$ cat src/rtl/tmr_bus_pkg.sv
package tmr_bus_pkg;
  localparam int unsigned TMR_DW  = 8;
  localparam int unsigned TMR_NCH = 3;
  localparam int unsigned TMR_AW  = 2;
endpackage

$ cat src/rtl/tmr_strobe_edge.sv
module tmr_strobe_edge (
  input  logic clk,
  input  logic rst_n,
  input  logic act,
  output logic rise
);
  logic act_q;

  always_ff @(posedge clk) begin
    if (!rst_n) act_q <= 1'b0;
    else        act_q <= act;
  end

  assign rise = act & ~act_q;
endmodule

$ cat src/rtl/tmr_addr_dec.sv
module tmr_addr_dec #(
  parameter int unsigned NCH = 3,
  parameter int unsigned AW  = 2
) (
  input  logic          en,
  input  logic [AW-1:0] sel,
  output logic [NCH-1:0] hit
);
  for (genvar g = 0; g < NCH; g++) begin : g_hit
    assign hit[g] = en && (sel == AW'(g));
  end
endmodule

$ cat src/rtl/tmr_rd_mux.sv
module tmr_rd_mux #(
  parameter int unsigned NCH = 3,
  parameter int unsigned DW  = 8,
  parameter int unsigned AW  = 2
) (
  input  logic              rd_act,
  input  logic [AW-1:0]     addr,
  input  logic [NCH*DW-1:0] chan_rdata,
  output logic [DW-1:0]     dout,
  output logic              oe
);
  always_comb begin
    oe   = 1'b0;
    dout = '0;
    for (int i = 0; i < NCH; i++) begin
      if (rd_act && addr == AW'(i)) begin
        oe   = 1'b1;
        dout = chan_rdata[i*DW +: DW];
      end
    end
  end
endmodule

$ cat src/rtl/tmr_bus_if.sv
module tmr_bus_if
  import tmr_bus_pkg::*;
#(
  parameter int unsigned NCH = TMR_NCH,
  parameter int unsigned DW  = TMR_DW,
  parameter int unsigned AW  = TMR_AW
) (
  input  logic              clk,
  input  logic              rst_n,
  input  logic              cs_n,
  input  logic              rd_n,
  input  logic              wr_n,
  input  logic [AW-1:0]     addr,
  input  logic [DW-1:0]     din,
  output logic [DW-1:0]     bus_dout,
  output logic              bus_oe,
  input  logic [NCH*DW-1:0] chan_rdata,
  output logic [DW-1:0]     wr_byte,
  output logic [NCH-1:0]    chan_load,
  output logic [NCH-1:0]    mode_we,
  output logic              rdbk_stb,
  output logic [NCH-1:0]    chan_rd
);
  localparam logic [AW-1:0] CTL_SLOT = AW'(NCH);
  localparam logic [AW-1:0] RB_CODE  = {AW{1'b1}};

  logic wr_act, rd_act, wr_rise, rd_rise, is_ctl;
  logic [AW-1:0]  mode_sel;
  logic [NCH-1:0] load_hit, ctl_hit, rd_hit;
  logic           rb_hit;

  assign wr_act   = ~cs_n & ~wr_n;
  assign rd_act   = ~cs_n & ~rd_n;
  assign is_ctl   = (addr == CTL_SLOT);
  assign mode_sel = din[DW-1 -: AW];
  assign rb_hit   = wr_rise & is_ctl & (mode_sel == RB_CODE);

  tmr_strobe_edge u_wr_edge (.clk(clk), .rst_n(rst_n), .act(wr_act), .rise(wr_rise));
  tmr_strobe_edge u_rd_edge (.clk(clk), .rst_n(rst_n), .act(rd_act), .rise(rd_rise));

  tmr_addr_dec #(.NCH(NCH), .AW(AW)) u_load_dec (
    .en(wr_rise & ~is_ctl), .sel(addr), .hit(load_hit));
  tmr_addr_dec #(.NCH(NCH), .AW(AW)) u_mode_dec (
    .en(wr_rise & is_ctl), .sel(mode_sel), .hit(ctl_hit));
  tmr_addr_dec #(.NCH(NCH), .AW(AW)) u_rd_dec (
    .en(rd_rise), .sel(addr), .hit(rd_hit));

  tmr_rd_mux #(.NCH(NCH), .DW(DW), .AW(AW)) u_rd_mux (
    .rd_act(rd_act), .addr(addr), .chan_rdata(chan_rdata),
    .dout(bus_dout), .oe(bus_oe));

  always_ff @(posedge clk) begin
    if (!rst_n) begin
      chan_load <= '0;
      mode_we   <= '0;
      rdbk_stb  <= 1'b0;
      chan_rd   <= '0;
      wr_byte   <= '0;
    end else begin
      chan_load <= load_hit;
      mode_we   <= ctl_hit;
      rdbk_stb  <= rb_hit;
      chan_rd   <= rd_hit;
      if (wr_rise) wr_byte <= din;
    end
  end


  load_single_chk: assert property (@(posedge clk) disable iff (!rst_n)
    (chan_load != '0) |=> (chan_load == '0));

  wr_qual_chk: assert property (@(posedge clk) disable iff (!rst_n)
    ({chan_load, mode_we, rdbk_stb} != '0) |-> $past(!cs_n && !wr_n));

  mode_src_chk: assert property (@(posedge clk) disable iff (!rst_n)
    (mode_we != '0) |-> $past(addr == CTL_SLOT && din[DW-1 -: AW] != RB_CODE));

  rb_src_chk: assert property (@(posedge clk) disable iff (!rst_n)
    rdbk_stb |-> $past(addr == CTL_SLOT && din[DW-1 -: AW] == RB_CODE));

  rd_qual_chk: assert property (@(posedge clk) disable iff (!rst_n)
    (chan_rd != '0) |-> $past(!cs_n && !rd_n && addr != CTL_SLOT));

  wr_onehot_chk: assert property (@(posedge clk) disable iff (!rst_n)
    $onehot0({chan_load, mode_we, rdbk_stb}));
endmodule

$ cat config.mk
export PLATFORM = sky130hd
export DESIGN_NAME = tmr_bus_if
export DESIGN_NICKNAME = d
export VERILOG_FILES = /design/src/rtl/tmr_bus_pkg.sv /design/src/rtl/tmr_strobe_edge.sv /design/src/rtl/tmr_addr_dec.sv /design/src/rtl/tmr_rd_mux.sv /design/src/rtl/tmr_bus_if.sv
export SDC_FILE = /design/constraint.sdc
export NUM_CORES = 1
export LEC_CHECK = 0
export ABC_AREA = 1
export BUFFER_PORTS_ARGS = -buffer_cell sky130_fd_sc_hd__buf_2
export CAP_MARGIN = 20
export CORE_ASPECT_RATIO = 1.5
export CORE_UTILIZATION = 30
export CTS_BUF_LIST = sky130_fd_sc_hd__clkbuf_16
export CTS_CLUSTER_SIZE = 28
export DETAILED_ROUTE_END_ITERATION = 8
export PLACE_DENSITY = 0.62
export SYNTH_ARGS = -nofsm -noshare
export SYNTH_HDL_FRONTEND = slang
export SYNTH_SLANG_ARGS = --single-unit
$ cat constraint.sdc
create_clock -name clk -period 1.1 [get_ports clk]
set_input_delay 0.055 -clock clk [delete_from_list [all_inputs] [get_ports clk]]
set_output_delay 0.055 -clock clk [all_outputs]
set_load 0.02 [all_outputs]
# Word level (Yosys, flattened, before mapping)
# Index checks and enable logic that the tools add are counted.
word_totals:
  reg_bits: 20
  latch_bits: 0
  mem_bits_rw: 0
  rom_bits: 0
  elab_cells: 46
  n_memories: 0
op_classes:
  n_addsub: 0
  multipliers: 0
  n_div: 0
  n_lt_le_gt_ge: 0
  n_eq_ne: 6
  shifts: 0
  mux: 6
  n_bitwise: 13
  reduce_logical: 14
op_table:
  columns: ["operator", "count"]
  rows:
  - ["$mux 8", 3]
  - ["$logic_and 1x1->1", 12]
  - ["$eq 2x2->1 const B", 4]
  - ["$and 1x1->1", 7]
  - ["$not 1->1", 6]
  - ["$eq 2x1->1 const B", 2]
  - ["$logic_not 2->1", 2]
  - ["$mux 1", 3]

# Longest topological paths before layout
logic_depth:
  word_depth: 6
  depth_mapped: 5
  ltp_nobuf: 4

# Cells and area by module
# A second synthesis with hierarchy kept.
hier_totals:
  hier_cells: 162
  area_unflattened_um2: 1067.3
modules_own_cells:
  columns: ["module", "n_inst", "cells_each", "area_each_um2"]
  rows:
  - ["tmr_bus_if", 1, 87, 679.4]
  - ["tmr_rd_mux", 1, 44, 234.0]
  - ["tmr_addr_dec", 3, 7, 26.3]
  - ["tmr_strobe_edge", 2, 5, 37.5]

# Least setup slack after synthesis
# OpenSTA, ideal clock, no wires.
synth_path:
  path_kind: "register -> register"
  startpoint: "register u_wr_edge.act_q"
  endpoint: "register wr_byte[1]"
  t_arrival_ps: 731
  required_time_ps: 987
  path_slack_ps: 256
  path_stages_with_launch: 6
  path_cell_list: "dfxtp_1 > inv_2 > buf_8 > nand3_2 > nand2_1 > nor2_2"
synth_between:
  elab_chain_len: 2
synth_rtl:
  columns: ["element", "line", "text"]
  rows:
  - ["start, declared", "tmr_strobe_edge.sv:7", "logic act_q;"]
  - ["start signal, assigned", "tmr_strobe_edge.sv:11", "else act_q <= act;"]
  - ["$not 1->1", "tmr_strobe_edge.sv:14", "assign rise = act & ~act_q;"]
  - ["$and 1x1->1", "tmr_strobe_edge.sv:14", null]
  - ["end signal, assigned", "tmr_bus_if.sv:64", "if (wr_rise) wr_byte <= din;"]
  - ["end, declared", "tmr_bus_if.sv:18", "output logic [DW-1:0] wr_byte,"]
# No other way between the ends.
# A chain may end at the register's enable or synchronous reset.

# Worst setup path after layout
layout_path:
  startpoint: "input cs_n"
  endpoint: "output bus_dout[7]"
layout_between:
  elab_chain_len: 6
  elab_cells_between_ends: 8
  classes_between: "mux: 3; bitwise: 2; reduce/logical: 3"
layout_rtl:
  columns: ["element", "line", "text"]
  rows:
  - ["start, declared", "tmr_bus_if.sv:10", "input logic cs_n,"]
  - ["$not 1->1 (*)", "tmr_bus_if.sv:33", "assign rd_act = ~cs_n & ~rd_n;"]
  - ["$and 1x1->1 (*)", "tmr_bus_if.sv:33", null]
  - ["$logic_and 1x1->1", "tmr_rd_mux.sv:16", "if (rd_act && addr == AW'(i)) begin"]
  - ["$mux 8 (2 in a row)", "tmr_rd_mux.sv:16", null]
  - ["$mux 8 (*)", "tmr_rd_mux.sv:16", null]
  - ["end, declared", "tmr_bus_if.sv:15", "output logic [DW-1:0] bus_dout,"]
# Mark *: on every way between the ends. The rest lies on a longest branch, timed or not.

==> results.ini <==
[worst_setup_path]
r2r-start = u_wr_edge.act_q$_SDFF_PN0_
worst_r2r_endpoint = wr_byte[3]$_SDFFE_PN0P_
crit_slowest_cell = buf_12
critPathLaunchType = input port
crit_path_cell_trace = buf_2, nor2_4, buf_12, nand3_1, nand3_1, buf_2
rr_worst_depth = 5
crit_family = buffers and inverters
r2r_slack_ns = 0.22
critical_path_class = input port to primary output
critPathBufInv = 3
cp.arrival_ns = 0.85
slowest_delay_ns = 0.16
required_ns = 1.04
crit_fanout = 25
end_kind = primary output

[grt]
grt_first_pass_wirelength_um = 3930
grt_max_degree = 26
grt_pass1_vias = 999
overflow = 0
grt_use_total_pct = 14.0
antenna_found_initial = 0

[finish]
area_growth_pct = 43.5
n_fill_cell = 346
drive_gt1_share_pct = 49.5
diodes = 0
fin_nets = 239

[logic_synthesis]
syn-num-nets = 171
synth_cell_types = 20
syn_inst = 132
yosysWarnings = 0
synth-seq-cells = 20
avgSynthCellArea_um2 = 7.85
ys_seq_area_share_pct = 38.6
syn_area_um2 = 1040

[power_and_ir_drop]
ir_worst_vdd_uv = 938
power.density_nw_per_um2 = 1240
p_int_mw = 1.38
combPwrFrac_pct = 19.5
cellLeakagePower_nw = 0.766
p_clk_share_pct = 38.8
swShare_pct = 24.8
seq_power_share_pct = 41.7
switching_power_mw = 0.456

[sta]
fin_setup_tns_ns = 0
clock-skew-final_ns = 0.00218
maxSlewViolCount = 0
fin_crit_ns = 0.902
finalSetupViolCount = 0
hold_viol_final = 0
fin_hold_ws_ns = 0.0186
post-route-period-util_pct = 82.0
relSlewSlack_pct = 77.6
fmax_mhz = 1110
worst_slack_ns = 0.198
rsz0062_at_grt = false
worstMarginPinSlew_ns = 0.337

[placement]
place.gp.congestion = 0.728
io_buffers = 65
pre_cts_ws_ns = 0.196
hpwlAfterDp_um = 1910

[routing]
dr.pass1.iters = 2
vias_per_cell = 4.59
drc = 0
via_count = 1093
wl_per_cell_um = 9.91
drtIter0Drc = 26
final_antenna_net_count = 0
wl_um = 2360

[min_path]
hp-start = rd_n
hold_path.class = input port to flop
holdPathEnd = u_rd_edge.act_q$_SDFF_PN0_
whs_path_depth = 2

[cts]
numCtsBuffers = 3
htreeDepth = 1
clkSlewWorstSetupHoldPaths_ns = 0.05
ctsHoldBuffers = 0
cts_root_buf = clkbuf_16
cts_resized = 0
cts_max_path_buffers = 2
post-cts-setup-buffer-count = 0
cts_tree = yes
cts.sinks = 20
clk_latency_ns = 0.25

[job]
maxCapViolations = 0

[die]
fp-row-count = 25
fp.dieArea_um2 = 3700
initial_utilization_pct = 32.2
die_x_um = 50.0
ios = 66
core_area_um2 = 3220
die_height_um = 74.0

[outcome]
status = completed

-- synth_stat cells --
master    instances  area [um2]
nand3_1          43         215
dfxtp_1          20         400
nor2_1           14        52.6
inv_1            11        41.3
nand2_1           9        33.8
a21oi_2           8        70.1
nor2_2            5        31.3
nor2_4            4        45.0
inv_2             3        11.3
nand2_2           3        18.8
buf_6             2        22.5
nor3_1            2        10.0
buf_12            1        20.0
buf_2             1        5.00
buf_8             1        15.0
clkbuf_2          1        5.00
nand2_4           1        11.3
nand3_2           1        10.0
nand4_2           1        12.5
o21ai_1           1        5.00
-- state kept, by name (all words and copies together), names as in the netlist --
signal and count:
chan_rd 3, wr_byte 8, u_wr_edge.act_q 1, chan_load 3
mode_we 3, rdbk_stb 1, u_rd_edge.act_q 1
-- routing by layer --
layer	up-vias	GRT usage (%)	wire length, um
met5	-	0	0
met4	0	7.62	46
met3	4	2.86	191
met2	56	28.1	1230
met1	465	12.7	888
li1	568	-	-
-- how the worst max path moves through the flow --
stage	to	depth (start not counted)	slack, ns	startpoint
floorplan	wr_byte[1]$_SDFFE_PN0P_	5	0.26	u_wr_edge.act_q$_SDFF_PN0_
global placement	bus_dout[0]	6	0.20	addr[1]
detailed placement	bus_dout[7]	6	0.20	cs_n
CTS	bus_dout[7]	6	0.19	cs_n
global route	bus_dout[3]	6	0.12	addr[0]
finish	bus_dout[7]	6	0.20	cs_n
-- logic make-up after synthesis --
family	synth area share, %
DFF	38.6
and+or+nand+nor	42.5
AOI/OAI and AO/OA	7.25
buffers and inverters	11.6
-- power by group through the flow --
stage	Clock [mW]	Sequential, mW	Combinational (mW)
floorplan	0	0.812	0.185
global placement	0	0.781	0.359
detailed placement	0	0.782	0.361
CTS	0.734	0.766	0.361
global route	0.766	0.769	0.395
finish	0.713	0.766	0.357
-- worst reg2reg max path: stages, from the launching register on --
cell and delay [ns]:
dfxtp_1 0.30, inv_2 0.12, buf_12 0.17, nand3_1 0.09, nand2_1 0.07, nor2_1 0.04
-- per-stage QoR --
stage | instances | util, % | cell area [um2] | power [mW]
6_report | 238 | 46.1 | 1490 | 1.84
5_1_grt | 238 | 46.1 | 1490 | 1.93
4_1_cts | 238 | 46.1 | 1490 | 1.86
3_5_place_dp | 235 | 43.8 | 1410 | 1.14
3_3_place_gp | 235 | 43.8 | 1410 | 1.14
2_1_floorplan | 132 | - | 1040 | 0.997
-- cell usage in the layout (no fill, tap or decap), drive strengths merged --
| cell | count |
|---|---|
| o21ai | 1 |
| clkbuf | 3 |
| buf | 69 |
| nand3 | 44 |
| inv | 14 |
| nor3 | 2 |
| nand2 | 13 |
| a21oi | 8 |
| dfxtp | 20 |
| nand4 | 1 |
| nor2 | 23 |
-- cell type report --
cell class | instances | area (um2) | area share (%)
inverters | 14 | 52.6 | 3.54
repair buffers | 69 | 393 | 26.4
flip-flops and latches | 20 | 400 | 26.9
clock buffers | 3 | 75.1 | 5.05
well taps | 40 | 50.0 | 3.37
multi-input cells | 92 | 515 | 34.7
(Power assumes the default switching activity.)
